## config.mk

```make
export PLATFORM = sky130hd
export DESIGN_NAME = simd_madd16
export DESIGN_NICKNAME = d
export VERILOG_FILES = /design/src/rtl/simd_madd16.sv
export SDC_FILE = /design/constraint.sdc
export NUM_CORES = 2
export LEC_CHECK = 0
export ABC_AREA = 0
export BUFFER_PORTS_ARGS = -buffer_cell sky130_fd_sc_hd__buf_2
export CORE_MARGIN = 2
export CORE_UTILIZATION = 40
export CTS_BUF_LIST = sky130_fd_sc_hd__clkbuf_16
export DETAILED_ROUTE_END_ITERATION = 8
export GPL_TIMING_DRIVEN = 1
export PLACE_DENSITY_LB_ADDON = 0.15
export SLEW_MARGIN = 20
export SYNTH_ARGS = -nofsm -noshare
export SYNTH_HDL_FRONTEND = slang
export SYNTH_SLANG_ARGS = --single-unit
```

## constraint.sdc

```tcl
create_clock -name clk -period 6.6 [get_ports clk]
set_input_delay 0.33 -clock clk [delete_from_list [all_inputs] [get_ports clk]]
set_output_delay 0.33 -clock clk [all_outputs]
set_load 0.01 [all_outputs]
```

## src/rtl/simd_madd16.sv

```systemverilog
module simd_madd16 #(
  parameter int LANES  = 8,
  parameter int LANE_W = 16
) (
  input  logic                     clk,
  input  logic                     rst,
  input  logic                     in_valid,
  input  logic                     in_acc,
  input  logic [LANES*LANE_W-1:0]  in_a,
  input  logic [LANES*LANE_W-1:0]  in_b,
  input  logic [LANES*LANE_W-1:0]  in_c,
  output logic                     out_valid,
  output logic [LANES*LANE_W-1:0]  out_data
);
  localparam int VW = LANES * LANE_W;

  logic          s1_valid, s1_acc;
  logic [VW-1:0] prod_lo, s1_prod, s1_c, addend, sum, res_q;

  for (genvar i = 0; i < LANES; i++) begin : g_lane
    localparam int LO = i * LANE_W;
    assign prod_lo[LO +: LANE_W] = in_a[LO +: LANE_W] * in_b[LO +: LANE_W];
    assign sum[LO +: LANE_W]     = s1_prod[LO +: LANE_W] + addend[LO +: LANE_W];
  end

  assign addend   = s1_acc ? res_q : s1_c;
  assign out_data = res_q;

  always_ff @(posedge clk) begin
    if (rst) begin
      s1_valid <= 1'b0;
      s1_acc   <= 1'b0;
    end else begin
      s1_valid <= in_valid;
      s1_acc   <= in_acc;
    end
  end

  always_ff @(posedge clk) begin
    if (in_valid) begin
      s1_prod <= prod_lo;
      s1_c    <= in_c;
    end
  end

  always_ff @(posedge clk) begin
    if (rst) begin
      out_valid <= 1'b0;
      res_q     <= '0;
    end else begin
      out_valid <= s1_valid;
      if (s1_valid) res_q <= sum;
    end
  end
endmodule

```

Yosys cells after proc, flatten, opt, wreduce, memory -nomap -nowiden --
Cells that the tools add are included.
Storage, ports and cells: register bits 387, latch bits 0, RAM bits 0, memory bits (read-only) 0, input port bits 388, output and inout port bits 129, logic and storage cells 23, memories kept 0
Cells by class: add/sub/neg operators 8, multiply operators 8, div/mod/pow operators 0, $lt $le $gt $ge 0, equality and inequality tests 0, shifts and indexed selects 0, mux-type cells 1, bitwise gates (word level) 0, reduce and logical (&&, ||, !) cells 0
Operators by type and width (count):
- adder 16 bit | 8
- multiplier 16 x 16 -> 16 bit | 8
- 2-to-1 mux 128 bit | 1

Longest topological paths before layout --
depth after elaboration 2, depth in mapped cells 21, depth with buffers taken out 20

Worst setup path after synthesis --
Ideal clock, no wire load.
path kind input port to flip-flop, start input in_b[17], end register s1_prod[31] (data pin), library setup time 0.259 ns, data arrival time 4.851 ns, required time 6.341 ns, setup slack 1.490 ns, cell stages on the path 18, buffers on the path 1, path through clkbuf_1 -> nand2_1 -> fa_1 -> fa_1 -> inv_1 -> fa_1 -> fa_1 -> fa_1 -> inv_1 -> fa_1 -> inv_1 -> ha_1 -> o21ai_0 -> nand2b_1 -> o31a_1 -> a31o_2 -> a21oi_1 -> xnor2_1
On the way: word-level cells in the longest chain between the ends 1
Ends and longest elaborated chain:
- start: declaration | line 10 | input logic [LANES*LANE_W-1:0] in_b,
- multiplier 16 x 16 -> 16 bit | line 22 | assign prod_lo[LO +: LANE_W] = in_a[LO +: LANE_W] * in_b[LO +: LANE_W];
- via prod_lo[31] | line 18 | logic [VW-1:0] prod_lo, s1_prod, s1_c, addend, sum, res_q;
- end signal: assignment | line 41 | s1_prod <= prod_lo;
- end: declaration | line 18
The timed path passes the listed nets, and every way through them passes these cells. A chain may end at the register's enable or synchronous reset.

Final worst setup path --
start input in_b[33], end register s1_prod[47] (data pin)
The elaborated chain is that of the path after synthesis.

==> results.sh <==
export IMPL_status="complete, no violations"
export IMPL_post_cts_buffers=0
export IMPL_fp_row_count=129
export IMPL_ys_seq_area_frac=0.208
export IMPL_r2r_worst_path_cells=13
export IMPL_post_place_cells=7205
export IMPL_synth_area_leaders="fa_1, edfxtp_1, ha_1"
export IMPL_syn_area_um2=49500
export IMPL_gp_congestion=0.860
export IMPL_syn_nets=6744
export IMPL_fmax_ghz=0.201
export IMPL_syn_inst=5196
export IMPL_start_util=0.402
export IMPL_grt_pass1_wl_mm=216
export IMPL_port_buffers=516
export IMPL_start_kind="primary input"
export IMPL_antenna_found_initial=11
export IMPL_dp_hpwl_mm=107
export IMPL_powerDensity_nw_per_um2=411
export IMPL_route_detailed_drc=0
export IMPL_synth_top_area_frac=0.262
export IMPL_grt_overflow=0
export IMPL_relSlewSlack=0.321
export IMPL_drive_above_1_share=0.129
export IMPL_die_area_um2=127000
export IMPL_core_area_um2=123000
export IMPL_worst_pin_slew_ps=1020
export IMPL_async_flop_share=0
export IMPL_critPathMaxFanout=15
export IMPL_synth_cell_types=66
export IMPL_cts_buffer_depth=3
export IMPL_ys_seq_elements=387
export IMPL_min_delay_start="in_valid"
export IMPL_clk_pin_slew_ps=70
export IMPL_hold_viol=0
export IMPL_rsz0062_at_grt="no"
export IMPL_cts_resized=0
export IMPL_drt_wl_total_mm=137
export IMPL_ys_warn_count=0
export IMPL_drt_vias_per_instance=4.88
export IMPL_drtPass1Iterations=5
export IMPL_fin_nets=7301
export IMPL_cts_root_buf="clkbuf_16"
export IMPL_synth_edf_count=256
export IMPL_wl_per_cell_um=18.4
export IMPL_drtIter0Drc=1924
export IMPL_total_power_mw=23.3
export IMPL_holdBufCountCts=130
export IMPL_fillers=12000
export IMPL_grt_max_degree=133
export IMPL_clock_sinks=387
export IMPL_avgSynthCellArea_um2=9.53
export IMPL_die_h_um=356
export IMPL_cts_tree="done"
export IMPL_period_share=0.755
export IMPL_drv_cap=0
export IMPL_yosysTopAreaCell="fa_1"
export IMPL_synth_ff_type="edfxtp_1"
export IMPL_slew_violations=0
export IMPL_finalSetupTns_ps=0
export IMPL_arrival_ps=5360
export IMPL_crit_reg2reg_launch="s1_acc$_SDFF_PP0_"
export IMPL_cts_made_buffers=53
export IMPL_fin_skew_ps=32.6
export IMPL_whs_path_depth=1
export IMPL_finalSetupViolCount=0
export IMPL_whs_endpoint="s1_prod[0]$_DFFE_PP_"
export IMPL_period_minus_slack_ps=4980
export IMPL_reg2reg_to="out_data[14]$_SDFFE_PP0P_"
export IMPL_cp_end_kind="register"
export IMPL_cts_htree_levels=2
export IMPL_hold_path_class="primary input to register"
export IMPL_insertion_delay_ps=640
export IMPL_final_cells=7437
export IMPL_track_usage=0.219
export IMPL_area_growth_synth_to_final_pct=14.5
export IMPL_ios=517
export IMPL_ir_drop_uv=419
export IMPL_crit_type="primary input to register"
export IMPL_rrSetupSlack_ps=2570
export IMPL_ant_nets=0
export IMPL_die_w_um=356
export IMPL_vias=36300
export IMPL_multi_input_area_um2=35000
export IMPL_p_leak_nw=27.3
export IMPL_cp_required_ps=6980
export IMPL_grt_pass1_vias=38100
export IMPL_seqCellArea_um2=10300
routing by layer:
| layer | routed length, µm | vias up | share of wire | track usage |
|---|---|---|---|---|
| li1 | - | 17400 | - | - |
| met3 | 6660 | 184 | 0.049 | 0.0299 |
| met2 | 63900 | 790 | 0.47 | 0.360 |
| met5 | 55 | - | 0.00040 | 0 |
| met4 | 3670 | 8 | 0.027 | 0.0600 |
| met1 | 62600 | 17900 | 0.46 | 0.301 |
stage by stage:
step	worst slack (ps)	utilization	hold slack, ps	area, µm²
3_5_place_dp	954	0.436	456	53700
4_1_cts	1640	0.460	122	56700
6_report	1620	0.460	160	56700
5_1_grt	1410	0.460	147	56700
2_1_floorplan	1490	-	429	49500
3_3_place_gp	949	0.436	455	53700
power by group:
part	internal, mW	leakage [nW]	switching (mW)	total, mW
logic	7.38	22.9	8.88	16.3
registers	3.91	3.58	0.371	4.28
clock network	1.57	0.869	1.23	2.79
logic make-up (layout without fill, tap and decap cells):
family	after synthesis	after routing	share of synthesized area
other cells	0	3	0
flops	387	387	0.208
buf+inv	1118	1719	0.0848
mux	170	170	0.0372
xor+xnor	411	411	0.0727
fa+ha+maj	1160	1160	0.391
compound gates	478	478	0.0610
simple gates	1472	1472	0.145
cells in the mapped netlist, types with 3 or more instances:
library cell and instances:
a211oi_1 18, a21boi_0 13, a21o_1 54, a21oi_1 158
a22o_1 6, a31o_2 7, a31oi_1 5, a32oi_1 4
a41o_1 4, a41oi_1 3, and2_1 551, and3_1 11
buf_1 14, clkbuf_1 142, dfxtp_1 131, edfxtp_1 256
fa_1 648, ha_1 512, inv_1 958, mux2_2 113
mux2i_1 57, nand2_1 652, nand2b_1 13, nand3_1 15
nand4_1 4, nor2_1 144, nor2b_1 25, nor3_1 32
o211ai_1 3, o21a_1 24, o21ai_0 107, o21ba_2 3
o21bai_1 26, o22ai_1 6, o31a_1 10, o31ai_1 7
or2_2 3, or3_1 12, xnor2_1 289, xor2_1 122
flip-flops by register name (all words and copies together) (netlist names):
signal,cells
out_data,128
s1_c,128
s1_prod,128
out_valid,1
s1_acc,1
s1_valid,1
worst max-delay path, stage by stage:
cell	delay [ps]
buf_2	200
and2_1	190
fa_1	540
inv_1	60
fa_1	560
inv_1	70
fa_1	500
inv_1	50
fa_1	570
fa_1	460
fa_1	450
xor2_1	170
xnor2_1	200
xnor2_1	110
xnor2_1	220
xnor2_1	160
xnor2_1	390
xnor2_1	120
how the worst max path moves through the flow:
stage	startpoint	to	slack, ps	depth (start not counted)
final	in_b[33]	s1_prod[47]$_DFFE_PP_	1620	18
after global routing	in_b[33]	s1_prod[47]$_DFFE_PP_	1410	18
after global placement	in_b[33]	s1_prod[47]$_DFFE_PP_	950	18
after detailed placement	in_b[33]	s1_prod[47]$_DFFE_PP_	950	18
after CTS	in_b[33]	s1_prod[47]$_DFFE_PP_	1640	18
after floorplan	in_b[17]	s1_prod[31]$_DFFE_PP_	1490	18
cell type report:
cell class                      instances  area share
Tap cell                             1637      0.0361
Clock inverter                         44     0.00521
Inverter                              960      0.0636
Clock buffer                           55      0.0243
Sequential cell                       387       0.182
Multi-Input combinational cell       3691       0.618
Antenna cell                            3    0.000132
Timing Repair Buffer                  660      0.0710
layout by cell type (no fill, tap or decap), drive strengths merged, types with 26 or more instances in the layout:
| cell type | n |
|---|---|
| clkbuf | 55 |
| xor2 | 122 |
| nor3 | 32 |
| edfxtp | 256 |
| buf | 530 |
| xnor2 | 289 |
| nand2 | 652 |
| o21ai | 109 |
| and2 | 551 |
| a21o | 54 |
| ha | 512 |
| a21oi | 158 |
| mux2 | 113 |
| fa | 648 |
| dlygate4sd3 | 130 |
| mux2i | 57 |
| dfxtp | 131 |
| o21bai | 26 |
| inv | 980 |
| nor2 | 144 |
(Power assumes the default switching activity.)
